File: src/rtl/sru_pkg.sv
`timescale 1ns/1ps
// Shared types for the shift and rotate unit: operation codes and the
// flag bundle. Assumes a three-bit operation select.
package sru_pkg;

    localparam int OP_W = 3;

    typedef enum logic [OP_W-1:0] {
        OP_SHL  = 3'd0,
        OP_SHR  = 3'd1,
        OP_RTL  = 3'd2,
        OP_RTR  = 3'd3,
        OP_SAR  = 3'd4,
        OP_HSWP = 3'd5,
        OP_RSV6 = 3'd6,
        OP_RSV7 = 3'd7
    } sru_op_e;

    typedef struct packed {
        logic z;
        logic c;
        logic n;
        logic v;
    } sru_flags_t;

    // True for the five operations that recompute the flags.
    function automatic logic op_sets_flags(sru_op_e op);
        return (op == OP_SHL) || (op == OP_SHR) || (op == OP_RTL) ||
               (op == OP_RTR) || (op == OP_SAR);
    endfunction

endpackage

File: src/rtl/sru_shifter.sv
`timescale 1ns/1ps
// Combinational data path: builds the one-place-up and one-place-down
// vectors and selects among them, the half swap and pass-through.
// Assumes W is even so the half swap splits evenly.
module sru_shifter
    import sru_pkg::*;
#(
    parameter int W = 8
) (
    input  sru_op_e        op,
    input  logic [W-1:0]   a,
    input  logic           cin,
    output logic [W-1:0]   y,
    output logic           cout
);
    localparam int HALF = W / 2;

    logic [W-1:0] up_v;
    logic [W-1:0] dn_v;
    logic         up_fill;
    logic         dn_fill;

    // Pick the bit entering at the vacated end for each direction.
    always_comb begin
        up_fill = (op == OP_RTL) ? cin : 1'b0;
        unique case (op)
            OP_RTR:  dn_fill = cin;
            OP_SAR:  dn_fill = a[W-1];
            default: dn_fill = 1'b0;
        endcase
    end

    // Per-bit wiring of the shifted vectors.
    generate
        for (genvar i = 0; i < W; i++) begin : g_bit
            if (i == 0) begin : g_lo
                assign up_v[i] = up_fill;
            end else begin : g_lo_mid
                assign up_v[i] = a[i-1];
            end
            if (i == W - 1) begin : g_hi
                assign dn_v[i] = dn_fill;
            end else begin : g_hi_mid
                assign dn_v[i] = a[i+1];
            end
        end
    endgenerate

    // Select the result and the bit leaving the operand.
    always_comb begin
        unique case (op)
            OP_SHL, OP_RTL: begin
                y    = up_v;
                cout = a[W-1];
            end
            OP_SHR, OP_RTR, OP_SAR: begin
                y    = dn_v;
                cout = a[0];
            end
            OP_HSWP: begin
                y    = {a[HALF-1:0], a[W-1:HALF]};
                cout = cin;
            end
            default: begin
                y    = a;
                cout = cin;
            end
        endcase
    end

endmodule

File: src/rtl/sru_flags.sv
`timescale 1ns/1ps
// Flag generation: recomputes Z, C, N, V for the shift and rotate
// operations and passes the incoming flags through for all others.
// Assumes the data path supplies the bit that left the operand.
module sru_flags
    import sru_pkg::*;
#(
    parameter int W = 8
) (
    input  sru_op_e      op,
    input  logic [W-1:0] y,
    input  logic         cout,
    input  sru_flags_t   fin,
    output sru_flags_t   fout
);
    // Build the new flag set or keep the old one.
    always_comb begin
        if (op_sets_flags(op)) begin
            fout.z = ~|y;
            fout.c = cout;
            fout.n = y[W-1];
            fout.v = y[W-1] ^ cout;
        end else begin
            fout = fin;
        end
    end

endmodule

File: src/rtl/shift_rotate_unit.sv
`timescale 1ns/1ps
// Registered shift and rotate unit. Computes result and flags in one
// combinational stage and captures them when en is high. Synchronous
// active-low reset clears all outputs. Assumes W is even.
module shift_rotate_unit
    import sru_pkg::*;
#(
    parameter int W = 8
) (
    input  logic                clk,
    input  logic                rst_n,
    input  logic                en,
    input  logic [OP_W-1:0]     op_sel,
    input  logic [W-1:0]        operand,
    input  logic                flag_z_i,
    input  logic                flag_c_i,
    input  logic                flag_n_i,
    input  logic                flag_v_i,
    output logic [W-1:0]        res_q,
    output logic                flag_z_q,
    output logic                flag_c_q,
    output logic                flag_n_q,
    output logic                flag_v_q,
    output logic                sign_q
);
    sru_op_e      op;
    sru_flags_t   flags_in;
    sru_flags_t   flags_nxt;
    sru_flags_t   flags_r;
    logic [W-1:0] res_nxt;
    logic         carry_out;

    assign op       = sru_op_e'(op_sel);
    assign flags_in = '{z: flag_z_i, c: flag_c_i, n: flag_n_i, v: flag_v_i};

    sru_shifter #(.W(W)) u_shift (
        .op   (op),
        .a    (operand),
        .cin  (flag_c_i),
        .y    (res_nxt),
        .cout (carry_out)
    );

    sru_flags #(.W(W)) u_flags (
        .op   (op),
        .y    (res_nxt),
        .cout (carry_out),
        .fin  (flags_in),
        .fout (flags_nxt)
    );

    // Output register for result and flags.
    always_ff @(posedge clk) begin
        if (!rst_n) begin
            res_q   <= '0;
            flags_r <= '0;
        end else if (en) begin
            res_q   <= res_nxt;
            flags_r <= flags_nxt;
        end
    end

    assign flag_z_q = flags_r.z;
    assign flag_c_q = flags_r.c;
    assign flag_n_q = flags_r.n;
    assign flag_v_q = flags_r.v;
    assign sign_q   = flags_r.n ^ flags_r.v;

endmodule

File: config.mk
export PLATFORM = sky130hd
export DESIGN_NAME = shift_rotate_unit
export DESIGN_NICKNAME = d
export VERILOG_FILES = /design/src/rtl/sru_pkg.sv /design/src/rtl/sru_shifter.sv /design/src/rtl/sru_flags.sv /design/src/rtl/shift_rotate_unit.sv
export SDC_FILE = /design/constraint.sdc
export NUM_CORES = 1
export LEC_CHECK = 0
export BUFFER_PORTS_ARGS = -buffer_cell sky130_fd_sc_hd__buf_2
export CAP_MARGIN = 10
export CORE_ASPECT_RATIO = 1.4
export CORE_UTILIZATION = 49
export CTS_CLUSTER_SIZE = 10
export DETAILED_ROUTE_END_ITERATION = 10
export PLACE_DENSITY = 0.8
export SETUP_SLACK_MARGIN = 0.4
export SLEW_MARGIN = 20
export SYNTH_ARGS = -nofsm -noshare
export SYNTH_HDL_FRONTEND = slang
export SYNTH_SLANG_ARGS = --single-unit
File: constraint.sdc
create_clock -name clk -period 1.47 [get_ports clk]
set_input_delay 0.0735 -clock clk [delete_from_list [all_inputs] [get_ports clk]]
set_output_delay 0.0735 -clock clk [all_outputs]
set_load 0.005 [all_outputs]
==> flow_metrics.py, run 1 <==
metrics = {
    "outcome": {
        "outcome": "complete, no violations",
    },
    "logic_synthesis": {
        "synth.most_common_cell": "a21oi_1",
        "syn_avg_cell_area_um2": 8.111,
        "yosysSeqAreaShare_pct": 25.98,
        "synth_top_area_share_pct": 25.98,
        "ys_types": 40,
        "synthTopCellsByArea": "dfxtp_1, a21oi_1, nor3b_1",
        "yosysTopAreaCell": "dfxtp_1",
        "ys_top_cells_by_count": "a21oi_1, dfxtp_1, o21ai_0, nor3b_1, nand2b_1",
        "synth-edff-count": 0,
        "async_reset_ff_share_pct": 0,
        "ys_ff_latch": 12,
        "ys_warn_count": 0,
        "synth_flop_cell": "dfxtp_1",
        "syn_nets": 132,
        "netlist_area_um2": 924.6,
        "postSynthCellCount": 114,
    },
    "layout": {
        "final-seq-area_um2": 240.2,
        "multi_input_comb_area_um2": 648.1,
        "stdcell_count": 162,
        "final_util_pct": 64.81,
        "area_growth_pct": 23.14,
        "antennaDiodeCount": 0,
        "fin_area_um2": 1139,
        "nets": 162,
        "drive_above_1_share_pct": 34.51,
        "fill_cells": 170,
    },
    "grt": {
        "grt_pass1_wl_um": 3560,
        "grt_usage_pct": 23.47,
        "antenna_found_initial": 0,
        "grt_pass1_vias": 861,
        "grt_max_degree": 31,
        "grt_overflow": 0,
    },
    "die": {
        "io_pins": 31,
        "die_area_um2": 2067,
        "die_h_um": 53.40,
        "rows": 18,
        "initial_utilization_pct": 52.64,
        "die_x_um": 38.72,
        "core_um2": 1757,
    },
    "worst_setup_path": {
        "reg2reg_depth": 3,
        "cp.buffers_inverters": 2,
        "crit_path_start": "op_sel[0]",
        "cpMaxStageDelayCell": "o32ai_1",
        "max_stage_delay_ns": 0.38,
        "path_delay_family": "compound AO/OA/AOI/OAI gates",
        "crit_chain": "clkbuf_4, buf_4, o32ai_1, a211oi_1, a41o_1",
        "timing.critical_path.required_ns": 1.62,
        "critical_path.startpoint_type": "input port",
        "arrival_ns": 1.17,
        "crit_path_max_fanout": 13,
        "path_class": "in2reg",
        "reg2reg_slack_ns": 0.54,
        "end_kind": "register",
        "r2r-end": "flag_z_q",
        "r2r_start": "flag_z_q",
    },
    "drt": {
        "wl_per_cell_um": 14.06,
        "num_vias": 980,
        "firstDrtPassIters": 4,
        "antenna_left": 0,
        "drt_wl_total_um": 2277,
        "route.detailed.drc": 0,
        "post_drt_via_cell_ratio": 6.049,
        "first_iter_violations": 24,
    },
    "place": {
        "dpl_cell_area_um2": 1094,
        "place_congestion": 0.8944,
        "dpl_worst_slack_ns": 0.03892,
        "numPortBuffers": 30,
        "dp_hpwl_um": 1767,
        "dp.cells": 159,
    },
    "sta": {
        "finClkSkew_ns": 0,
        "fin_ws_ns": 0.4523,
        "hold_slack_ns": 0.09892,
        "min_period_ns": 1.018,
        "rsz0062_at_grt": "no",
        "max_slew_margin_pct": 75.76,
        "hold_violations": 0,
        "setup_tns_ns": 0,
        "fmax_ghz": 0.9826,
        "maxSlewViolCount": 0,
        "finalCritPeriodShare_pct": 69.23,
        "worst_pin_slew_ns": 0.3624,
        "finalSetupViolCount": 0,
    },
    "hold_path": {
        "hold_start": "rst_n",
        "min_path_cells": 3,
        "hold_path.class": "in2reg",
        "holdPathEnd": "flag_n_q",
    },
    "power": {
        "power.density_nw_per_um2": 705.7,
        "power_uw": 803.5,
        "vdd_drop_max_mv": 0.3214,
        "p_leak_nw": 0.4735,
    },
    "clock_network": {
        "cts.sinks": 12,
        "clockRootBuffer": "clkbuf_4",
        "cts_max_path_buffers": 2,
        "numCtsBuffers": 3,
        "htree_levels": 1,
        "clkTransAtPathRegs_ns": 0.07,
        "cts_setup_buffers": 0,
        "cts_tree": "built",
        "insertion_delay_ns": 0.25,
        "ctsHoldBuffers": 0,
    },
    "job": {
        "max_cap_viol_count": 0,
    },
}
-- sequential cells by signal, indices dropped and copies added (netlist names) --
signal and cells:
flag_v_q 1, flag_z_q 1, flag_n_q 1, flag_c_q 1, res_q 8
-- cell families (layout without fill, tap and decap cells) --
kind of cell              count (synthesis)  in the layout  synth area share [%]
muxes                                     2              2                 2.571
DFF                                      12             12                 25.98
xor gates and xnor gates                  1              1                0.9474
and+or+nand+nor                          37             37                 24.90
buffers and inverters                    12             40                 8.118
AOI/OAI and AO/OA                        50             50                 37.48
-- tightest hold or removal path, stage by stage --
cell and delay, ns:
buf_2 0.13, o21ai_0 0.07, a21oi_1 0.04
-- final cells by class --
cell class                      count  share of cell area (%)
Tap cell                           20                   2.198
Clock buffer                        3                   1.978
Multi-Input combinational cell     90                   56.92
Sequential cell                    12                   21.10
Inverter                            3                  0.9890
Timing Repair Buffer               34                   16.81
-- placed cells by master, fill, tap and decap left out, types with 4 or more instances in the layout --
| cell | netlist | layout |
|---|---|---|
| a21oi_1 | 14 | 14 |
| buf_2 | 3 | 27 |
| buf_4 | 2 | 5 |
| clkbuf_4 | 0 | 4 |
| dfxtp_1 | 12 | 12 |
| nand2_1 | 5 | 5 |
| nand2b_1 | 8 | 8 |
| nor2_1 | 4 | 4 |
| nor3b_1 | 9 | 6 |
| o211ai_1 | 5 | 5 |
| o21ai_0 | 10 | 8 |
-- how the worst max path moves through the flow --
| stage | endpoint | slack (ns) | cells past startpoint |
|---|---|---|---|
| after global routing | flag_z_q | 0.42 | 5 |
| final | flag_z_q | 0.45 | 5 |
| after floorplan | flag_v_q | 0.39 | 5 |
| after detailed placement | flag_z_q | 0.04 | 5 |
| after global placement | flag_z_q | 0.1 | 5 |
| after CTS | flag_z_q | 0.41 | 5 |
-- report_power, final --
| part | total, mW | internal [mW] | switching [mW] |
|---|---|---|---|
| clock network | 0.184 | 0.0943 | 0.0896 |
| registers | 0.360 | 0.348 | 0.0119 |
| logic | 0.260 | 0.119 | 0.141 |
-- layer usage --
layer  vias to the layer above  part of all wire [%]  GRT usage [%]
met5                         -                     0              0
li1                        494                     -              -
met4                         0                  0.79          8.046
met3                         2                   5.1          1.681
met2                        42                    50          39.72
met1                       442                    44          30.28
-- repair_timing --
action | in CTS | in global routing
setup endpoints to repair | 3 | 2
pin swaps | 0 | 0
gates resized for setup | 2 | 6
Note: power is estimated with default switching activity, not from simulation.
==> run 2, diff against run 1 <==
Clock period 1.47 ns to 1 ns, I/O delays scaled along.
==> run 2 against run 1 <==
The run now fails in clock tree synthesis (4_1_cts). Synthesized cell count unchanged. Synthesized area unchanged.
==> flow_metrics.py, run 2 <==
metrics = {
    "logic_synthesis": {
        "synth_compound_area_share_pct": 37.48,
        "ys_ff_latch": 12,
        "synth-edff-count": 0,
        "yosysSeqAreaShare_pct": 25.98,
        "async_reset_ff_share_pct": 0,
        "yosys.area_share.simple_pct": 24.90,
        "ys_warn_count": 0,
        "ys_types": 40,
        "synth_top_area_share_pct": 25.98,
        "postSynthCellCount": 114,
        "synth.most_common_cell": "a21oi_1",
        "syn_avg_cell_area_um2": 8.111,
        "synth_xor_area_share_pct": 0.9472,
        "synth-adder-area-share_pct": 0,
        "synth_top_family_by_area": "compound AO/OA/AOI/OAI gates",
        "netlist_area_um2": 924.6,
        "synth_flop_cell": "dfxtp_1",
        "syn_nets": 132,
        "yosys-mux-area-fraction_pct": 2.571,
        "yosysTopAreaCell": "dfxtp_1",
        "synthTopCellsByArea": "dfxtp_1, a21oi_1, nor3b_1",
        "ys_top_cells_by_count": "a21oi_1, dfxtp_1, o21ai_0, nor3b_1, nand2b_1",
    },
    "die": {
        "initial_utilization_pct": 52.64,
        "rows": 18,
        "die_x_um": 38.72,
        "die_h_um": 53.40,
        "io_pins": 31,
    },
    "clock_network": {
        "clockRootBuffer": "clkbuf_4",
        "htree_levels": 1,
        "numCtsBuffers": 3,
        "ctsHoldBuffers": 0,
        "cts_setup_buffers": 11,
        "cts.sinks": 12,
        "cts_max_path_buffers": 2,
        "ctsResizeCount": 75,
    },
    "outcome": {
        "error_line": "[ERROR DPL-0038] Utilization greater than 100%, impossible to legalize",
        "lastStage": "clock tree synthesis (4_1_cts)",
        "outcome": "aborted with a tool error",
    },
    "place": {
        "dpl_worst_slack_ns": -0.4113,
        "dp_hpwl_um": 2196,
        "place_congestion": 0.8848,
        "numPortBuffers": 30,
    },
}
run 2: cells by family after synthesis:
group                  Yosys count
flip-flops                      12
multiplexers                     2
AND/OR/NAND/NOR                 37
AO/OA/AOI/OAI                   50
XOR/XNOR                         1
buffers and inverters           12
run 2: metrics by stage:
| step | TNS (ns) | hold slack, ns | cell area, um2 | instances |
|---|---|---|---|---|
| after floorplan | -0.06531 | 0.1883 | 1006 | 114 |
| after global placement | -2.942 | 0.3187 | 1294 | 182 |
| after detailed placement | -3.562 | 0.3312 | 1294 | 182 |
==> run 3, diff against run 2 <==
Settings changed: CORE_AREA from default to 2 2 63 65, CORE_ASPECT_RATIO 1.4 to default, CORE_UTILIZATION 49 to default, CTS_CLUSTER_SIZE 10 to default, DIE_AREA from default to 0 0 65 67, PLACE_DENSITY 0.8 to default, PLACE_DENSITY_LB_ADDON from default to 0.15, SETUP_SLACK_MARGIN 0.4 to default.
==> run 3 against run 2 <==
The flow now finishes without violations.
==> flow_metrics.py, run 3 (synthesis gave the netlist of run 1 again) <==
metrics = {
    "layout": {
        "layout_common_cells": "buf_2, buf_4, a21oi_1",
        "nets": 182,
        "area_growth_pct": 54.26,
        "antennaDiodeCount": 0,
        "largest_reg_flops": 8,
        "multi_input_comb_area_um2": 705.7,
        "final-seq-area_um2": 241.5,
        "stdcell_count": 210,
        "fill_cells": 372,
        "drive_above_1_share_pct": 48.15,
        "largest-register": "res_q",
        "final_common_cell": "buf_2",
    },
    "clock_network": {
        "numCtsBuffers": 3,
        "clockRootBuffer": "clkbuf_8",
        "cts_max_path_buffers": 2,
        "cts_tree": "built",
        "htree_levels": 1,
        "cts.sinks": 12,
        "insertion_delay_ns": 0.23,
        "clkTransAtPathRegs_ns": 0.05,
    },
    "worst_setup_path": {
        "path_class": "in2reg",
        "timing.critical_path.required_ns": 1.13,
        "arrival_ns": 1.11,
        "crit_path_max_fanout": 9,
        "path_delay_family": "compound AO/OA/AOI/OAI gates",
        "crit_chain": "clkbuf_4, buf_4, o21bai_1, o32ai_2, a211oi_1, a41o_1",
        "max_stage_delay_ns": 0.26,
        "cpMaxStageDelayCell": "a41o_1",
        "end_kind": "register",
        "critical_path.startpoint_type": "input port",
        "cp.buffers_inverters": 2,
    },
    "die": {
        "rows": 22,
        "die_area_um2": 4355,
        "initial_utilization_pct": 25.64,
        "die_h_um": 67,
        "die_x_um": 65,
        "io_pins": 31,
        "core_um2": 3606,
    },
    "sta": {
        "finalCritPeriodShare_pct": 98.13,
        "fin_ws_ns": 0.01868,
        "worst_pin_slew_ns": 0.4442,
        "hold_violations": 0,
        "finalSetupViolCount": 0,
        "finClkSkew_ns": 0,
        "max_slew_margin_pct": 70.29,
        "maxSlewViolCount": 0,
        "fmax_ghz": 1.019,
        "min_period_ns": 0.9813,
    },
    "drt": {
        "first_iter_violations": 38,
        "num_vias": 1059,
        "firstDrtPassIters": 4,
        "wl_per_cell_um": 13.96,
        "route.detailed.drc": 0,
        "drt_wl_total_um": 2932,
        "post_drt_via_cell_ratio": 5.043,
        "antenna_left": 0,
    },
    "place": {
        "place_congestion": 0.7786,
        "dpl_worst_slack_ns": -0.3880,
        "dp_hpwl_um": 2270,
        "dp.cells": 206,
        "numPortBuffers": 30,
    },
    "grt": {
        "grt_usage_pct": 14.31,
        "grt_max_degree": 25,
        "grt_pass1_vias": 997,
        "antenna_found_initial": 0,
        "grt_pass1_wl_um": 4774,
        "grt_overflow": 0,
    },
    "job": {
        "max_cap_viol_count": 0,
    },
    "power": {
        "p_leak_nw": 0.6023,
        "power.density_nw_per_um2": 1017,
        "vdd_drop_max_mv": 0.7122,
    },
    "hold_path": {
        "hold_path.class": "in2reg",
    },
    "outcome": {
        "outcome": "complete, no violations",
    },
}
==> run 3: power by group <==
part	leakage (nW)	switching [mW]	internal, mW
Sequential	0.0995	0.0175	0.514
Combinational	0.481	0.243	0.251
Clock	0.0216	0.161	0.264
==> run 3: layer usage <==
metal,GRT usage (%),vias up,wire length (um)
met1,18.24,493,1285
met4,1.596,0,0
li1,-,537,-
met3,4.054,0,186
met2,24.61,29,1460
met5,0,-,0
==> run 3: tightest hold or removal path, cell delays in order <==
cell	delay [ns]
buf_2	0.13
o21ai_0	0.07
a21oi_1	0.04
==> run 3: stage by stage <==
stage	cell area, um2	power (mW)	setup TNS [ns]	utilization, %	hold slack [ns]
floorplan	993.5	0.7984	-0.06531	-	0.1883
global placement	1308	0.9957	-2.970	36.26	0.3409
detailed placement	1308	0.9974	-3.301	36.26	0.3496
CTS	1370	1.436	0	37.99	0.09927
global route	1426	1.554	-0.02825	39.56	0.1155
finish	1426	1.450	0	39.56	0.09997
==> run 3: final timing paths <==
check,startpoint,to,slack (ns),depth (start not counted)
setup reg to reg,flag_z_q,flag_z_q,0.06,3
hold / removal,rst_n,flag_n_q,0.1,3
hold reg to reg,res_q[4],res_q[4],0.46,2
setup / recovery,op_sel[0],flag_z_q,0.02,6
==> run 3: repair_timing <==
item,in CTS,in global routing
pin swaps,2,6
setup endpoints to repair,9,4
resized for setup,6,15
hold buffers,0,0
setup buffers,0,1
==> run 3: cell type report <==
class / count / share of cell area (%)
multi-input cells: 90 / 49.47
repair buffers: 54 / 25.70
flip-flops and latches: 12 / 16.93
well taps: 48 / 4.211
clock buffers: 3 / 2.895
inverters: 3 / 0.7895
